`config.mk`:
```
export PLATFORM = sky130hd
export DESIGN_NAME = pwr_mode_ctl
export DESIGN_NICKNAME = d
export VERILOG_FILES = /design/src/rtl/pmc_pkg.sv /design/src/rtl/pmc_rst_sync.sv /design/src/rtl/pmc_cfg_reg.sv /design/src/rtl/pmc_wake.sv /design/src/rtl/pmc_fsm.sv /design/src/rtl/pwr_mode_ctl.sv
export SDC_FILE = /design/constraint.sdc
export NUM_CORES = 1
export LEC_CHECK = 0
export BUFFER_PORTS_ARGS = -buffer_cell sky130_fd_sc_hd__buf_2
export CORE_AREA = 2 2 39 41
export CTS_CLUSTER_SIZE = 25
export DETAILED_ROUTE_END_ITERATION = 10
export DIE_AREA = 0 0 41 43
export PLACE_DENSITY = 0.65
export SYNTH_ARGS = -nofsm -noshare
export SYNTH_HDL_FRONTEND = slang
export SYNTH_HIERARCHICAL = 1
export SYNTH_SLANG_ARGS = --single-unit
```
`constraint.sdc`:
```
create_clock -name clk -period 2.23 [get_ports clk]
set_input_delay 0.446 -clock clk [delete_from_list [all_inputs] [get_ports clk]]
set_output_delay 0.446 -clock clk [all_outputs]
set_load 0.01 [all_outputs]
```
`src/rtl/pmc_pkg.sv`:
```
package pmc_pkg;
  localparam int REG_W     = 8;
  localparam int BIT_MODE  = 7;
  localparam int BIT_FLOAT = 6;
  localparam int BIT_HOLD  = 0;
  localparam logic [4:0] RSVD_PATTERN = 5'b01111; // bits 5..1

  typedef enum logic [1:0] {
    PM_RUN   = 2'd0,
    PM_SLEEP = 2'd1,
    PM_STBY  = 2'd2
  } pm_state_e;

  typedef struct packed {
    logic mode_stby;
    logic port_float;
    logic irq_hold;
  } pm_cfg_t;
endpackage

```
`src/rtl/pmc_rst_sync.sv`:
```
module pmc_rst_sync #(
  parameter int STAGES = 2
) (
  input  logic clk,
  input  logic rst_n,
  output logic rst_sync_n
);
  logic [STAGES-1:0] chain_q;

  always_ff @(posedge clk or negedge rst_n) begin
    if (!rst_n) chain_q <= '0;
    else        chain_q <= {chain_q[STAGES-2:0], 1'b1};
  end

  assign rst_sync_n = chain_q[STAGES-1];
endmodule

```
`src/rtl/pmc_cfg_reg.sv`:
```
module pmc_cfg_reg
  import pmc_pkg::*;
(
  input  logic             clk,
  input  logic             rst_n,
  input  logic             wr_en,
  input  logic [REG_W-1:0] wdata,
  input  logic             wdog_en,
  output pm_cfg_t          cfg,
  output logic [REG_W-1:0] rdata
);
  pm_cfg_t cfg_q, cfg_d;

  always_comb begin
    cfg_d = cfg_q;
    if (wr_en) begin
      if (!(wdata[BIT_MODE] && wdog_en))  cfg_d.mode_stby  = wdata[BIT_MODE];
      if (!(wdata[BIT_FLOAT] && wdog_en)) cfg_d.port_float = wdata[BIT_FLOAT];
      cfg_d.irq_hold = wdata[BIT_HOLD];
    end
  end

  always_ff @(posedge clk or negedge rst_n) begin
    if (!rst_n) begin
      cfg_q.mode_stby  <= 1'b0;
      cfg_q.port_float <= 1'b0;
      cfg_q.irq_hold   <= 1'b1;
    end else if (wr_en) begin
      cfg_q <= cfg_d;
    end
  end

  assign cfg   = cfg_q;
  assign rdata = {cfg_q.mode_stby, cfg_q.port_float, RSVD_PATTERN, cfg_q.irq_hold};

  // blocked set of standby select keeps it clear
  p_mode_guard_r3: assert property (@(posedge clk) disable iff (!rst_n)
    (wr_en && wdog_en && !cfg_q.mode_stby) |=> !cfg_q.mode_stby);
  // blocked set of port float keeps it clear
  p_float_guard_r4: assert property (@(posedge clk) disable iff (!rst_n)
    (wr_en && wdog_en && !cfg_q.port_float) |=> !cfg_q.port_float);
endmodule

```
`src/rtl/pmc_wake.sv`:
```
module pmc_wake #(
  parameter int NUM_IRQ = 4
) (
  input  logic [NUM_IRQ-1:0] irq,
  input  logic               nmi_wake,
  input  logic               irq_hold,
  output logic               wake_sleep,
  output logic               wake_stby
);
  logic any_irq;
  assign any_irq    = |irq;
  assign wake_sleep = any_irq | nmi_wake;
  assign wake_stby  = nmi_wake | (any_irq & ~irq_hold);
endmodule

```
`src/rtl/pmc_fsm.sv`:
```
module pmc_fsm
  import pmc_pkg::*;
(
  input  logic      clk,
  input  logic      rst_n,
  input  logic      sleep_req,
  input  logic      mode_stby,
  input  logic      wake_sleep,
  input  logic      wake_stby,
  output pm_state_e state,
  output logic      sleep_act,
  output logic      stby_act
);
  pm_state_e state_q, state_d;
  logic sleep_q, stby_q;

  always_comb begin
    state_d = state_q;
    unique case (state_q)
      PM_RUN:   if (sleep_req) state_d = mode_stby ? PM_STBY : PM_SLEEP;
      PM_SLEEP: if (wake_sleep) state_d = PM_RUN;
      PM_STBY:  if (wake_stby)  state_d = PM_RUN;
      default:  state_d = PM_RUN;
    endcase
  end

  always_ff @(posedge clk or negedge rst_n) begin
    if (!rst_n) begin
      state_q <= PM_RUN;
      sleep_q <= 1'b0;
      stby_q  <= 1'b0;
    end else begin
      state_q <= state_d;
      sleep_q <= (state_d == PM_SLEEP);
      stby_q  <= (state_d == PM_STBY);
    end
  end

  assign state     = state_q;
  assign sleep_act = sleep_q;
  assign stby_act  = stby_q;

  // flags exclusive
  p_flags_excl_r10: assert property (@(posedge clk) disable iff (!rst_n)
    !(sleep_q && stby_q));
  // entry follows standby select
  p_enter_stby_r2: assert property (@(posedge clk) disable iff (!rst_n)
    (!sleep_q && !stby_q && sleep_req && mode_stby) |=> stby_q);
  p_enter_sleep_r2: assert property (@(posedge clk) disable iff (!rst_n)
    (!sleep_q && !stby_q && sleep_req && !mode_stby) |=> sleep_q);
endmodule

```
`src/rtl/pwr_mode_ctl.sv`:
```
module pwr_mode_ctl
  import pmc_pkg::*;
#(
  parameter int NUM_IRQ = 4
) (
  input  logic               clk,
  input  logic               rst_n,
  input  logic               reg_we,
  input  logic [7:0]         reg_wdata,
  output logic [7:0]         reg_rdata,
  input  logic               wdog_en,
  input  logic               sleep_req,
  input  logic [NUM_IRQ-1:0] irq,
  input  logic               nmi_wake,
  output logic               sleep_act,
  output logic               stby_act,
  output logic               port_hiz
);
  logic      rst_i_n;
  pm_cfg_t   cfg;
  pm_state_e state;
  logic      wr_ok, wake_sleep, wake_stby;

  pmc_rst_sync #(.STAGES(2)) u_rst (
    .clk(clk), .rst_n(rst_n), .rst_sync_n(rst_i_n)
  );

  assign wr_ok = reg_we && (state == PM_RUN);

  pmc_cfg_reg u_cfg (
    .clk(clk), .rst_n(rst_i_n), .wr_en(wr_ok), .wdata(reg_wdata),
    .wdog_en(wdog_en), .cfg(cfg), .rdata(reg_rdata)
  );

  pmc_wake #(.NUM_IRQ(NUM_IRQ)) u_wake (
    .irq(irq), .nmi_wake(nmi_wake), .irq_hold(cfg.irq_hold),
    .wake_sleep(wake_sleep), .wake_stby(wake_stby)
  );

  pmc_fsm u_fsm (
    .clk(clk), .rst_n(rst_i_n), .sleep_req(sleep_req), .mode_stby(cfg.mode_stby),
    .wake_sleep(wake_sleep), .wake_stby(wake_stby), .state(state),
    .sleep_act(sleep_act), .stby_act(stby_act)
  );

  assign port_hiz = stby_act & cfg.port_float;

  // float only in standby
  p_float_in_stby_r8: assert property (@(posedge clk) disable iff (!rst_i_n)
    port_hiz |-> stby_act);
  // nmi always leaves standby
  p_nmi_exit_r7: assert property (@(posedge clk) disable iff (!rst_i_n)
    (stby_act && nmi_wake) |=> (!stby_act && !sleep_act));
  // register frozen outside running state
  p_cfg_frozen_r9: assert property (@(posedge clk) disable iff (!rst_i_n)
    (sleep_act || stby_act) |=> $stable(reg_rdata));
endmodule

```
Word level (Yosys, flattened, before mapping)
Cells that the tools add are included.
{"block": "word_totals", "out_inout_bits": 11, "ff_bits": 9, "elab_cells": 30, "inputBits": 18}
{"block": "classes", "eq_ne": 4, "n_reduce_logical": 7, "n_mux": 5, "bitwise_logic": 7}
{"cell": "$mux 2", "count": 4}
{"cell": "$pmux 2 s3", "count": 1}
{"cell": "$eq 2x1->1 const B", "count": 2}
{"cell": "$eq 2x2->1 const B", "count": 2}
{"cell": "$reduce_and 2->1", "count": 2}
{"cell": "$reduce_or 4->1", "count": 1}
{"cell": "$logic_and 1x1->1", "count": 3}
{"cell": "$not 1->1", "count": 3}
{"cell": "$and 1x1->1", "count": 2}
{"cell": "$logic_not 2->1", "count": 1}
{"cell": "$or 1x1->1", "count": 2}

Longest topological paths before layout
Gate-level depths: netlist of the first run.
{"block": "logic_depth", "ltp_word": 6, "ltp_mapped": 4, "depth_no_buf": 4}

Hierarchy
Netlist of the first run, hierarchy kept.
{"mod": "pmc_cfg_reg", "cells_each": 19, "area_per_inst_um2": 187.7, "instances": 1, "seq_area_each_um2": 76.3}
{"mod": "pmc_fsm", "cells_each": 12, "area_per_inst_um2": 150.1, "instances": 1, "seq_area_each_um2": 100.1}
{"mod": "pmc_rst_sync", "cells_each": 3, "area_per_inst_um2": 53.8, "instances": 1, "seq_area_each_um2": 50.0}
{"mod": "pmc_wake", "cells_each": 3, "area_per_inst_um2": 26.3, "instances": 1, "seq_area_each_um2": 0.0}
{"mod": "pwr_mode_ctl", "cells_each": 2, "area_per_inst_um2": 18.8, "instances": 1, "seq_area_each_um2": 0.0}

Least setup slack after synthesis of the first run
Ideal clock, no wire load.
{"block": "synth_timing", "path_kind": "input -> register", "startpoint": "input port irq[1]", "endpoint": "register u_fsm.sleep_q, in the netlist u_fsm/sleep_act", "t_arrival_ns": 1.127, "n_path_buf": 0, "path_slack_ns": 1.025, "setup_ns": 0.077, "cell_stages": 4, "path_cell_list": "nor4_2 -> nand2b_1 -> or2b_1 -> a21oi_1"}
{"element": "start, declared", "line_no": "pwr_mode_ctl.sv:13", "text": "input logic [NUM_IRQ-1:0] irq,"}
{"element": "$reduce_or 4->1", "line_no": "pmc_wake.sv:11", "text": "assign any_irq = |irq;"}
{"element": "$or 1x1->1", "line_no": "pmc_wake.sv:12", "text": "assign wake_sleep = any_irq | nmi_wake;"}
{"element": "via wake_sleep", "line_no": "pwr_mode_ctl.sv:22", "text": "logic wr_ok, wake_sleep, wake_stby;"}
{"element": "$mux 2", "line_no": "pmc_fsm.sv:21", "text": "PM_SLEEP: if (wake_sleep) state_d = PM_RUN;"}
{"element": "$pmux 2 s3", "line_no": "pmc_fsm.sv:19", "text": "unique case (state_q)"}
{"element": "$eq 2x1->1", "line_no": "pmc_fsm.sv:34", "text": "sleep_q <= (state_d == PM_SLEEP);"}
{"element": "end signal, assigned", "line_no": "pmc_fsm.sv:34"}
{"element": "end, declared", "line_no": "pmc_fsm.sv:15", "text": "logic sleep_q, stby_q;"}
The timed path passes the listed nets, and every way through them passes these cells.
A chain may end at the register's enable or synchronous reset.

Worst setup path after layout of the first run
{"block": "layout_timing", "startpoint": "register, netlist name u_cfg/cfg[0]", "endpoint": "output port reg_rdata[0]"}
{"element": "end, declared", "line_no": "pwr_mode_ctl.sv:10", "text": "output logic [7:0] reg_rdata,"}
No word-level cell between the ends.

==> results.cfg, run 1 <==
[outcome]
status = finished, final reports clean

[routing]
drt_iter0_markers = 6
drc = 0
wl_um = 620
ant_nets = 0
wl_per_cell_um = 8.49
vias_per_cell = 4.14
dr.pass1.iters = 2
vias = 302

[critical_path]
required_ns = 1.78
crit_chain = buf_2
crit_type = flip-flop to output port
cpMaxStageDelayCell = dfstp_2
critPathLaunch = u_cfg/cfg[0]
critPathTopFamily = flip-flops
r2r-start = u_fsm/state[1]
crit_arrival_ns = 0.92
cp_num_buf_inv = 1
cp-start-kind = flip-flop
cp-end-kind = output port
crit_path_max_incr_delay_ns = 0.54
critPathMaxFanout = 3

[synth]
ys.warnings.count = 6
syn_area_um2 = 437
synth-seq-area-share_pct = 51.9
synthDistinctLibCells = 17
syn_area_per_cell_um2 = 11.2
synth-seq-cells = 9
syn_inst = 39

[cts]
root_buffer = clkbuf_4
cts_sinks = 9
cts_buffer_depth = 2
htree_levels = 1
insertion_delay_ns = 0.25
clk_pin_slew_worst_paths_ns = 0.06
cts_tree = built
cts_buffers = 3

[timing]
rsz0062_at_grt = no
hold_viol = 0
clock_skew_ns = 0.00206
whs_ns = 0.104
setup_violations = 0
fmaxAchievable_mhz = 734
slew_viol_final = 0
fin_setup_tns_ns = 0
period_share_pct = 61.1
period_needed_ns = 1.36

[final_layout]
fin_nets = 76
post-route-util_pct = 38.6
design_area_um2 = 534
antenna_cells = 0
area_delta_synth_final_pct = 22.3
layout-drive-gt1-share_pct = 43.9

[power_and_ir_drop]
p_per_area_mw_per_mm2 = 1080
peakVddDrop_mv = 0.306
total_power_mw = 0.579
leakagePower_nw = 0.279

[placed_design]
hpwlAfterDp_um = 525
port_buffers = 18
place.gp.congestion = 0.663
placed_area_um2 = 498

[global_route]
top_usage_layer = met2
grt_max_degree = 8
gr-usage-met3_pct = 4.71
grt_pass1_wl_um = 1070
use_met2_pct = 15.3
use_met1_pct = 8.58
grt_pass1_vias = 290
grt_usage_pct = 9.72
antenna_found_initial = 0
grt-ovfl-total = 0

[floorplan]
fp.coreArea_mm2 = 0.00138
dieWidth_um = 41
die_y_um = 43
num_rows = 14
io_pins = 29
dieArea_mm2 = 0.00176
initial_core_util_pct = 31.6

[worst_hold_path]
hold_class = flip-flop to async pin

[flow_run]
cap_violations = 0
==> power breakdown <==
group	internal [mW]	total (mW)	leakage [nW]	switching, mW
clock	0.0687	0.122	0.0150	0.0531
combinational	0.0977	0.178	0.153	0.0801
sequential	0.230	0.280	0.110	0.0501
==> per-stage QoR <==
| stage | setup WS [ns] | cells |
|---|---|---|
| global route | 0.833 | 73 |
| floorplan | 1.03 | 42 |
| CTS | 0.856 | 73 |
| global placement | 0.848 | 68 |
| finish | 0.867 | 73 |
| detailed placement | 0.844 | 68 |
==> path summary, 6_finish.rpt <==
check                                    to  slack, ns  depth (start not counted)
max                            reg_rdata[0]       0.87                          1
min                          u_fsm/state[0]       0.10                          0
max reg2reg                    u_cfg/cfg[0]       1.07                          2
min reg2reg                  u_fsm/state[0]       0.10                          0
max in group asynchronous  u_rst/chain_q[1]       1.64                          2
min in group clk           u_rst/chain_q[1]       0.35                          0
==> layout by cell type, fill, tap and decap left out, types with 2 or more instances in the layout <==
master,netlist,routed
a21oi_1,4,4
a2bb2oi_1,2,2
buf_2,0,18
clkbuf_4,0,3
conb_1,3,6
dfrtp_1,8,8
inv_1,2,2
nand2b_1,2,2
==> state kept, by name, summed over array words and instances (netlist names) <==
signal / count
u_cfg/cfg: 3
u_fsm/sleep_act: 1
u_fsm/state: 2
u_fsm/stby_act: 1
u_rst/chain_q: 2
==> cell families (layout without fill, tap and decap cells) <==
logic type / count (synthesis) / in the layout / synth area share (%)
buffers and inverters: 10 / 25 / 15.5
and+or+nand+nor: 9 / 9 / 17.2
DFF: 9 / 9 / 51.9
AOI/OAI and AO/OA: 7 / 7 / 10.3
other: 3 / 6 / 2.58
muxes: 1 / 1 / 2.58
==> final cells by class <==
cell class / count / area, um^2
multi-input combinational: 23 / 154
sequential: 9 / 226
timing repair buffer: 19 / 100
tap: 16 / 20.0
inverter: 2 / 7.51
fill: 147 / 850
clock buffer: 4 / 26.3
==> synth_stat cells, drive strengths merged <==
library cell	n	area share [%]
a21oi	4	4.6
a2bb2oi	2	4.0
and2	1	1.4
and2b	1	1.7
buf	8	14
conb	3	2.6
dfrtp	8	46
dfstp	1	6.0
inv	2	1.7
mux2	1	2.6
nand2b	2	2.9
nand3b	1	1.7
nor3b	1	2.9
nor4	1	2.9
o21bai	1	1.7
or2b	1	1.7
or3b	1	2.0
==> what timing repair did <==
item                                   in CTS  in global routing
endpoints found under the hold margin       2                  0
hold buffers                                1                  0
buffers inserted                            0                  0
gates resized for setup                     0                  0
==> per-layer routing <==
| metal | share of wire (%) | wire length [um] | vias up |
|---|---|---|---|
| li1 | - | - | 150 |
| met1 | 40 | 246 | 136 |
| met2 | 49 | 306 | 16 |
| met3 | 11 | 68 | 0 |
| met4 | 0 | 0 | 0 |
| met5 | 0 | 0 | - |
No activity file was read; power rests on OpenSTA's default activity.
==> inputs of run 2 (changes only) <==
--- a/config.mk
+++ b/config.mk
@@ -5,12 +5,13 @@
 export SDC_FILE = /design/constraint.sdc
 export NUM_CORES = 1
 export LEC_CHECK = 0
+export ABC_AREA = 1
 export BUFFER_PORTS_ARGS = -buffer_cell sky130_fd_sc_hd__buf_2
 export CORE_AREA = 2 2 39 41
 export CTS_CLUSTER_SIZE = 25
 export DETAILED_ROUTE_END_ITERATION = 10
 export DIE_AREA = 0 0 41 43
-export PLACE_DENSITY = 0.65
+export PLACE_DENSITY = 0.69
 export SYNTH_ARGS = -nofsm -noshare
 export SYNTH_HDL_FRONTEND = slang
 export SYNTH_HIERARCHICAL = 1
==> constraint.sdc (replaced) <==
create_clock -name clk -period 1.2 [get_ports clk]
set_input_delay 0.24 -clock clk [delete_from_list [all_inputs] [get_ports clk]]
set_output_delay 0.24 -clock clk [all_outputs]
set_load 0.01 [all_outputs]
==> results.cfg, run 2 <==
[synth]
synth-edff-count = 0
synth-seq-cells = 9
syn_inst = 58
synth_ff_type = dfrtp_1
yosys.area.top_type = dfrtp_1
ys.warnings.count = 6
synth-seq-area-share_pct = 50.3
synth_common_cells = 14 x nand2_1, 10 x inv_1, 8 x buf_4, 8 x dfrtp_1, 6 x nor2_1
syn_area_per_cell_um2 = 7.77
synthDistinctLibCells = 11
synth_area_leaders = dfrtp_1 44%, buf_4 13%, nand2_1 12%, inv_1 8.3%, dfstp_2 5.8%
async_reset_ff_share_pct = 100
synth_top_area_share_pct = 44.4
syn_area_um2 = 450
synth.most_common_cell = nand2_1

[floorplan]
num_rows = 14
fp.coreArea_mm2 = 0.00138
die_y_um = 43
initial_core_util_pct = 32.5
dieArea_mm2 = 0.00176
dieWidth_um = 41
io_pins = 29

[final_layout]
fin_nets = 95
final_common_cell = buf_2
mostFrequentLayoutCells = 17 x buf_2, 14 x nand2_1, 10 x inv_1, 8 x dfrtp_1
area_delta_synth_final_pct = 23.1
post-route-util_pct = 40.1
design_area_um2 = 554
largest_reg_flops = 3
layout-drive-gt1-share_pct = 31.6
antenna_cells = 0
final_cells = 92

[routing]
dr.pass1.iters = 2
vias_per_cell = 3.80
wl_um = 720
drt_iter0_markers = 5
wl_met1_um = 300
top_layer = met4
wl_met2_um = 364
wl_per_cell_um = 7.83
drc = 0
vias = 350
ant_nets = 0
wl_met3_um = 47

[placed_design]
dp_cells = 87
port_buffers = 18
hpwlAfterDp_um = 596
placed_area_um2 = 512
place.gp.congestion = 0.784
pre_cts_ws_ns = 0.215

[cts]
htree_levels = 1
root_buffer = clkbuf_4
cts_tree = built
insertion_delay_ns = 0.25
cts_sinks = 9
cts_buffers = 3
clk_pin_slew_worst_paths_ns = 0.06
cts_buffer_depth = 2

[critical_path]
cp-end-kind = output port
crit_arrival_ns = 0.90
crit_path_max_incr_delay_ns = 0.55
cpMaxStageDelayCell = dfstp_2
cp-start-kind = flip-flop
cp_num_buf_inv = 1
critPathMaxFanout = 3
required_ns = 0.96
crit_chain = buf_6
crit_type = flip-flop to output port
critPathTopFamily = flip-flops

[timing]
slew_viol_final = 0
setup_violations = 0
fmaxAchievable_mhz = 879
layout_setup_ws_ns = 0.0622
fin_setup_tns_ns = 0
period_share_pct = 94.8
rsz0062_at_grt = no
period_needed_ns = 1.14
clock_skew_ns = 0.00130
hold_viol = 0
whs_ns = 0.112

[global_route]
grt-ovfl-total = 0
grt_pass1_wl_um = 1280
antenna_found_initial = 0
grt_max_degree = 8
grt_usage_pct = 11.1
grt_pass1_vias = 352

[power_and_ir_drop]
p_per_area_mw_per_mm2 = 2080
leakagePower_nw = 0.333
peakVddDrop_mv = 0.850
total_power_mw = 1.15

[worst_hold_path]
hold_class = flip-flop to async pin

[flow_run]
cap_violations = 0

[outcome]
status = finished, final reports clean
## run 2: timing repair
| item | CTS | global route |
|---|---|---|
| resized for setup | 0 | 1 |
| endpoints found under the hold margin | 2 | 0 |
| endpoints found under the setup margin | 0 | 1 |
| hold buffers | 1 | 0 |
| setup buffers | 0 | 0 |
## run 2: layer usage
layer,GRT usage [%],vias to the layer above
met4,6.00,0
met1,11.7,148
li1,-,190
met3,5.24,2
met2,17.2,10
met5,0,-
## run 2: final timing paths
kind | start | slack (ns) | end | depth (start not counted)
min in group clk | reg_wdata[0] | 0.18 | u_cfg/cfg[0] | 3
max | u_cfg/cfg[0] | 0.06 | reg_rdata[0] | 1
max in group asynchronous | rst_n | 0.81 | u_rst/chain_q[1] | 2
max reg2reg | u_cfg/cfg[0] | 0.21 | u_fsm/state[1] | 6
min | u_rst/chain_q[1] | 0.11 | u_cfg/cfg[2] | 0
min reg2reg | u_rst/chain_q[1] | 0.11 | u_cfg/cfg[2] | 0
## run 2: power breakdown
part	leakage [nW]	internal (mW)	switching, mW
combinational	0.209	0.185	0.228
clock	0.0150	0.128	0.0994
sequential	0.109	0.425	0.0851
total	0.333	0.737	0.413
## run 2: kinds of logic (layout without fill, tap and decap cells)
family / Yosys count / in the layout / share of synthesized area [%]
flip-flops: 9 / 9 / 50.3
AO/OA/AOI/OAI: 5 / 5 / 5.55
other: 3 / 6 / 2.50
buffers and inverters: 19 / 34 / 22.5
AND/OR/NAND/NOR: 22 / 22 / 19.2
## run 2: area by class of cell
cell class / count / area, um^2
Sequential cell: 9 / 226
Timing Repair Buffer: 19 / 106
Multi-Input combinational cell: 33 / 134
Inverter: 11 / 41.3
Clock buffer: 4 / 26.3
Fill cell: 150 / 830
Tap cell: 16 / 20.0
==> inputs of run 3 (changes only) <==
--- a/config.mk
+++ b/config.mk
@@ -7,11 +7,13 @@
 export LEC_CHECK = 0
 export ABC_AREA = 1
 export BUFFER_PORTS_ARGS = -buffer_cell sky130_fd_sc_hd__buf_2
-export CORE_AREA = 2 2 39 41
+export CELL_PAD_IN_SITES_DETAIL_PLACEMENT = 1
+export CELL_PAD_IN_SITES_GLOBAL_PLACEMENT = 2
+export CORE_MARGIN = 2
+export CORE_UTILIZATION = 18
 export CTS_CLUSTER_SIZE = 25
 export DETAILED_ROUTE_END_ITERATION = 10
-export DIE_AREA = 0 0 41 43
-export PLACE_DENSITY = 0.69
+export PLACE_DENSITY_LB_ADDON = 0.1
 export SYNTH_ARGS = -nofsm -noshare
 export SYNTH_HDL_FRONTEND = slang
 export SYNTH_HIERARCHICAL = 1
==> results.cfg, run 3 (synthesis gave the netlist of run 2 again) <==
[floorplan]
dieWidth_um = 54.0
initial_core_util_pct = 18.5
dieArea_mm2 = 0.00292
num_rows = 18
die_y_um = 54.0
fp.coreArea_mm2 = 0.00243
io_pins = 29

[timing]
rsz0062_at_grt = no
setup_violations = 0
hold_viol = 0
slew_viol_final = 0
clock_skew_ns = 0.00206
fin_setup_tns_ns = 0
period_needed_ns = 1.15
period_share_pct = 96.1
fmaxAchievable_mhz = 867
layout_setup_ws_ns = 0.0468

[global_route]
grt_pass1_vias = 361
grt-ovfl-total = 0
antenna_found_initial = 0
grt_pass1_wl_um = 1520
grt_usage_pct = 7.85
grt_max_degree = 8

[power_and_ir_drop]
p_per_area_mw_per_mm2 = 2080
total_power_mw = 1.20
leakagePower_nw = 0.338
peakVddDrop_mv = 0.804

[outcome]
status = finished, final reports clean

[final_layout]
antenna_cells = 0
layout-drive-gt1-share_pct = 32.5
design_area_um2 = 579
largest_reg_flops = 3
final_common_cell = buf_2
fin_nets = 96
mostFrequentLayoutCells = 17 x buf_2, 14 x nand2_1, 10 x inv_1, 8 x dfrtp_1
area_delta_synth_final_pct = 28.6

[critical_path]
crit_chain = buf_6
cp_num_buf_inv = 1
r2r-start = u_fsm/state[0]
critPathTopFamily = flip-flops
required_ns = 0.96
critPathLaunch = u_cfg/cfg[0]
critPathMaxFanout = 3
crit_path_max_incr_delay_ns = 0.55
cpMaxStageDelayCell = dfstp_2
cp-end-kind = output port
crit_arrival_ns = 0.91
crit_type = flip-flop to output port
cp-start-kind = flip-flop

[cts]
insertion_delay_ns = 0.26
cts_buffer_depth = 2
cts_sinks = 9
cts_tree = built
cts_buffers = 3
htree_levels = 1
root_buffer = clkbuf_4
clk_pin_slew_worst_paths_ns = 0.06

[routing]
dr.pass1.iters = 2
wl_per_cell_um = 8.53
drc = 0
vias_per_cell = 3.53
wl_um = 913
drt_iter0_markers = 5
vias = 378
ant_nets = 0

[worst_hold_path]
hold_class = flip-flop to async pin

[placed_design]
port_buffers = 18
hpwlAfterDp_um = 743
placed_area_um2 = 529
place.gp.congestion = 0.576
pre_cts_ws_ns = 0.185

[flow_run]
cap_violations = 0
[run 3: area by class of cell]
| class | instances | area (um^2) |
|---|---|---|
| Fill cell | 300 | 1850 |
| Sequential cell | 9 | 226 |
| Multi-Input combinational cell | 33 | 134 |
| Timing Repair Buffer | 20 | 114 |
| Inverter | 11 | 41.3 |
| Tap cell | 30 | 37.5 |
| Clock buffer | 4 | 26.3 |
[run 3: timing repair]
item,CTS,global route
hold buffers,1,0
hold endpoints to repair,2,0
endpoints found under the setup margin,0,1
resized for setup,0,1
setup buffers,0,1
[run 3: stage by stage]
stage | utilization, % | hold WS [ns] | std cells
after detailed placement | 21.8 | 0.0274 | 101
after global routing | 23.8 | 0.151 | 107
final | 23.8 | 0.121 | 107
after global placement | 21.8 | 0.0268 | 101
after CTS | 23.3 | 0.138 | 106
after floorplan | - | -0.0556 | 61
[run 3: report_power, final]
group	internal [mW]	switching, mW
sequential	0.425	0.0941
combinational	0.203	0.241
clock	0.128	0.110
[run 3: worst paths after layout]
kind / to / slack [ns] / depth (start not counted)
setup / recovery: reg_rdata[0] / 0.05 / 1
hold / removal: u_fsm/stby_act / 0.12 / 0
setup reg to reg: u_cfg/cfg[1] / 0.20 / 6
hold reg to reg: u_fsm/stby_act / 0.12 / 0
max in group asynchronous: u_cfg/cfg[0] / 0.80 / 0
min in group clk: u_cfg/cfg[0] / 0.18 / 3
[run 3: layer usage]
metal	vias up	routed length [um]	GRT usage, %
met1	170	431	9.12
met3	2	77	4.17
met5	-	0	0
met4	0	10	3.75
met2	13	392	11.8
li1	193	-	-
